<file path="src/rtl/exc_arbiter.sv">
module exc_arbiter (
  input  logic       clk,
  input  logic       rst_pin,
  input  logic       wdt_ovf,
  input  logic       wdt_mode,
  input  logic       dec_valid,
  input  logic       dec_undef,
  input  logic       dec_trap,
  input  logic       dec_dbranch,
  input  logic       dec_pcwrite,
  input  logic       flush,
  input  logic       addr_err,
  input  logic       irq_req,
  input  logic       exe_done,
  input  logic       fp_inv,
  input  logic       fp_dz,
  output logic       exc_start,
  output logic [3:0] exc_code
);
  localparam int NSRC = 8;

  logic pin_q, slot_q, ae_q, irq_q, trap_q;
  logic [NSRC-1:0] req;
  logic [3:0] win;
  logic go, hard;

  assign req[0] = ~pin_q | (wdt_ovf & ~wdt_mode);
  assign req[1] = wdt_ovf & wdt_mode;
  assign req[2] = ae_q & exe_done;
  assign req[3] = irq_q & exe_done;
  assign req[4] = trap_q & exe_done;
  assign req[5] = dec_valid & dec_undef & ~slot_q;
  assign req[6] = dec_valid & slot_q & (dec_undef | dec_pcwrite | dec_dbranch | dec_trap);
  assign req[7] = fp_inv | fp_dz;

  always_comb begin
    win = 4'd0;
    for (int i = NSRC - 1; i >= 0; i--)
      if (req[i]) win = 4'(i + 1);
  end

  assign go   = |req;
  assign hard = req[0] | req[1];

  always_ff @(posedge clk or negedge rst_pin) begin
    if (!rst_pin) begin
      pin_q     <= 1'b0;
      slot_q    <= 1'b0;
      ae_q      <= 1'b0;
      irq_q     <= 1'b0;
      trap_q    <= 1'b0;
      exc_start <= 1'b0;
      exc_code  <= 4'd0;
    end else begin
      pin_q     <= 1'b1;
      exc_start <= go;
      exc_code  <= win;
      ae_q      <= hard ? 1'b0 : ((ae_q & (win != 4'd3)) | addr_err);
      irq_q     <= hard ? 1'b0 : ((irq_q & (win != 4'd4)) | irq_req);
      if (go || flush) begin
        slot_q <= 1'b0;
        trap_q <= 1'b0;
      end else begin
        if (dec_valid) slot_q <= dec_dbranch;
        trap_q <= trap_q | (dec_valid & dec_trap & ~slot_q);
      end
    end
  end
endmodule


</file>
<file path="config.mk">
export PLATFORM = sky130hd
export DESIGN_NAME = exc_arbiter
export DESIGN_NICKNAME = d
export VERILOG_FILES = /design/src/rtl/exc_arbiter.sv
export SDC_FILE = /design/constraint.sdc
export NUM_CORES = 1
export LEC_CHECK = 0
export ABC_CLOCK_PERIOD_IN_PS = 1200
export BUFFER_PORTS_ARGS = -buffer_cell sky130_fd_sc_hd__buf_2
export CAP_MARGIN = 0
export CORE_AREA = 2 2 39 41
export DETAILED_ROUTE_END_ITERATION = 10
export DIE_AREA = 0 0 41 43
export HOLD_SLACK_MARGIN = 0.1
export PLACE_DENSITY = 0.73
export SYNTH_ARGS = -nofsm -noshare
export SYNTH_HDL_FRONTEND = slang
export SYNTH_SLANG_ARGS = --single-unit
</file>
<file path="constraint.sdc">
create_clock -name clk -period 1.2 [get_ports clk]
set_clock_uncertainty 0.05 [all_clocks]
set_input_delay 0.12 -clock clk [delete_from_list [all_inputs] [get_ports clk]]
set_output_delay 0.12 -clock clk [all_outputs]
set_load 0.01 [all_outputs]
</file>
==> impl_results.md <==
* Largest net degree at the start of global routing at 11
* Hold_sp: wdt_ovf
* Reg2Reg Launch Point: ae_q$_DFF_PN0_
* Syn Nets at 59
* Status: complete, no violations
* Layout Area Growth over Synthesis at 47.73%
* Critical Path Sink Type: flip-flop
* R2r endpoint: exc_start$_DFF_PN0_
* Most frequent cells in the layout: buf_2 (19), dfrtp_1 (9), o21ai_0 (5), dlygate4sd3_1 (5), inv_1 (4)
* CTS Buf Count at 3
* Routed Antenna Nets at 0
* Minimum clock period at 1.164 ns
* Worst setup SP type: flip-flop
* Final worst-path cycle share at 0.9703
* Yosys warnings at 0
* Maximum clock rate at 858.8 MHz
* Clock Path Buffers at 2
* 1st-iter DRT viols at 13
* Synthesized cell area at 469.2 um^2
* Largest fanout on the critical path at 7
* Final Hold Viols at 0
* Site Rows at 14
* Chip width at 41 um
* Maximum VDD drop at 0.0004508 V
* Req. time, crit path at 1.29 ns
* Layout cells sized above 1 at 0.4324
* Mapped Cells at 44
* Critical path data arrival time at 1.25 ns
* Final non-filler cell area at 693.2 um^2
* Drt wl/cell at 12.36 um
* Syn avg cell area at 10.66 um^2
* Pleak at 0.0003157 uW
* GP Congestion at 0.7096
* Power Density at 1003 nW/um^2
* # H-tree levels at 1
* Hold Slack at 0.1365 ns
* Vias per cell at 5.100
* Vias in the first global route at 437
* Max-slew violation count at 0
* Grt total ovfl at 0
* Distinct cells, synth at 21
* # port buffers at 19
* Die area at 1763 um^2
* # setup viols final at 0
* Reg2reg path depth at 3
* Vias at 459
* Initial antenna violation count at 0
* Post-placement cell area at 599.3 um^2
* Clock latency on the worst-skew pair at 0.26 ns
* Worst hold path depth at 3
* MaxCap Viol Count at 0
* Total global-route track usage at 0.1596
* Ant. Diodes at 0
* Core area at 1384 um^2
* First-pass GRT wire length at 1.800 mm
* Drt drc at 0
* Post-DP HPWL at 861.2 um
* Post-Route WL at 1.112 mm
* Crit Path Category: flip-flop to flip-flop
* Hold WC Path Type: input pin to flip-flop
* CTS clock-pin slew for the worst setup and hold paths at 0.06 ns
* Chip Height at 43 um
* R2R Setup Slk at 0.04 ns
* CTS tree: done
* Initial core utilization at 0.3391
* RSZ-0062 raised after global routing: yes
* Clock sinks at 10
* Root Driver: clkbuf_4
* # IOs at 20
* Detailed Routing Iterations Pass 1 at 4
* Most common cell after layout, fill and taps aside: buf_2
* Fin util at 0.5009
* Fill count at 132
* Register area share after synthesis at 0.5333
* Nets@finish at 91
* #FFs+latches synth at 10
* Hold worst-path end: exc_code[1]$_DFF_PN0_
metrics by stage:
stage	cells	setup slack, ns	TNS (ns)	total power (uW)
after floorplan	44	0.1004	0	408.3
after global placement	81	0.05775	0	462.8
after detailed placement	81	0.01266	0	465.7
after CTS	89	0.003924	0	696.7
after global routing	90	-0.01309	-0.02680	736.8
final	90	0.03560	0	695.4
worst max-delay path by stage:
stage / from / end / slack (ns) / cells past startpoint
floorplan: ae_q$_DFF_PN0_ / exc_start$_DFF_PN0_ / 0.10 / 3
global placement: ae_q$_DFF_PN0_ / exc_start$_DFF_PN0_ / 0.06 / 3
detailed placement: ae_q$_DFF_PN0_ / slot_q$_DFFE_PN0P_ / 0.01 / 3
CTS: ae_q$_DFF_PN0_ / slot_q$_DFFE_PN0P_ / 0.004 / 3
global route: ae_q$_DFF_PN0_ / slot_q$_DFFE_PN0P_ / -0.01 / 3
finish: ae_q$_DFF_PN0_ / exc_start$_DFF_PN0_ / 0.04 / 3
routing by layer:
metal / share of wire / routed length [um] / global-route usage
met5: 0 / 0 / 0
met1: 0.41 / 460 / 0.1773
met3: 0.072 / 80 / 0.06283
met4: 0.017 / 19 / 0.1000
met2: 0.50 / 551 / 0.2406
logic make-up after synthesis:
logic type	Yosys count	share of synthesized area
buf+inv	4	0.03199
mux	1	0.02133
compound gates	15	0.2160
flops	10	0.5333
simple gates	13	0.1893
other cells	1	0.007992
registers in the layout, indices dropped and copies added (netlist names):
name       count
ae_q           1
exc_code       4
exc_start      1
irq_q          1
pin_q          1
slot_q         1
trap_q         1
area by class of cell:
cell class	count	area, um^2	share of cell area
multi-input combinational	30	216.5	0.3123
sequential	10	251.5	0.3628
timing repair buffer	27	167.7	0.2419
tap	16	20.02	0.02888
clock buffer	3	22.52	0.03249
inverter	4	15.01	0.02166
repair_timing:
| action | CTS | global route |
|---|---|---|
| hold buffers | 5 | 0 |
| setup endpoints to repair | 0 | 4 |
| hold endpoints to repair | 15 | 0 |
| gates resized for setup | 0 | 4 |
| buffers inserted | 0 | 1 |
worst max-delay path: stages, from the launching register on:
cell and delay [ns]:
dfrtp_2 0.45, nor3_2 0.19, o22ai_2 0.13, or2_1 0.23
power by group:
part	leakage [uW]	switching (uW)	internal [uW]
clock	0.0000138	103	115
sequential	0.000125	8.62	351
combinational	0.000177	60.3	57.5
total	0.000316	172	524
synthesized netlist by cell type:
master / n / area share
nor3_1: 1 / 0.011
a31o_1: 1 / 0.019
a31oi_1: 1 / 0.013
o211ai_1: 1 / 0.016
nand3b_1: 1 / 0.016
nor4_4: 1 / 0.045
a221oi_2: 1 / 0.032
o22ai_1: 1 / 0.013
conb_1: 1 / 0.0080
o22ai_2: 1 / 0.027
nand2_1: 2 / 0.016
or2_1: 2 / 0.027
nor3_2: 1 / 0.021
nor4_1: 2 / 0.027
inv_1: 4 / 0.032
mux2i_1: 1 / 0.021
nand3_1: 1 / 0.011
nor2_1: 2 / 0.016
o21ai_0: 6 / 0.064
dfrtp_1: 10 / 0.53
a21oi_1: 3 / 0.032
No activity file was read; power rests on OpenSTA's default activity.
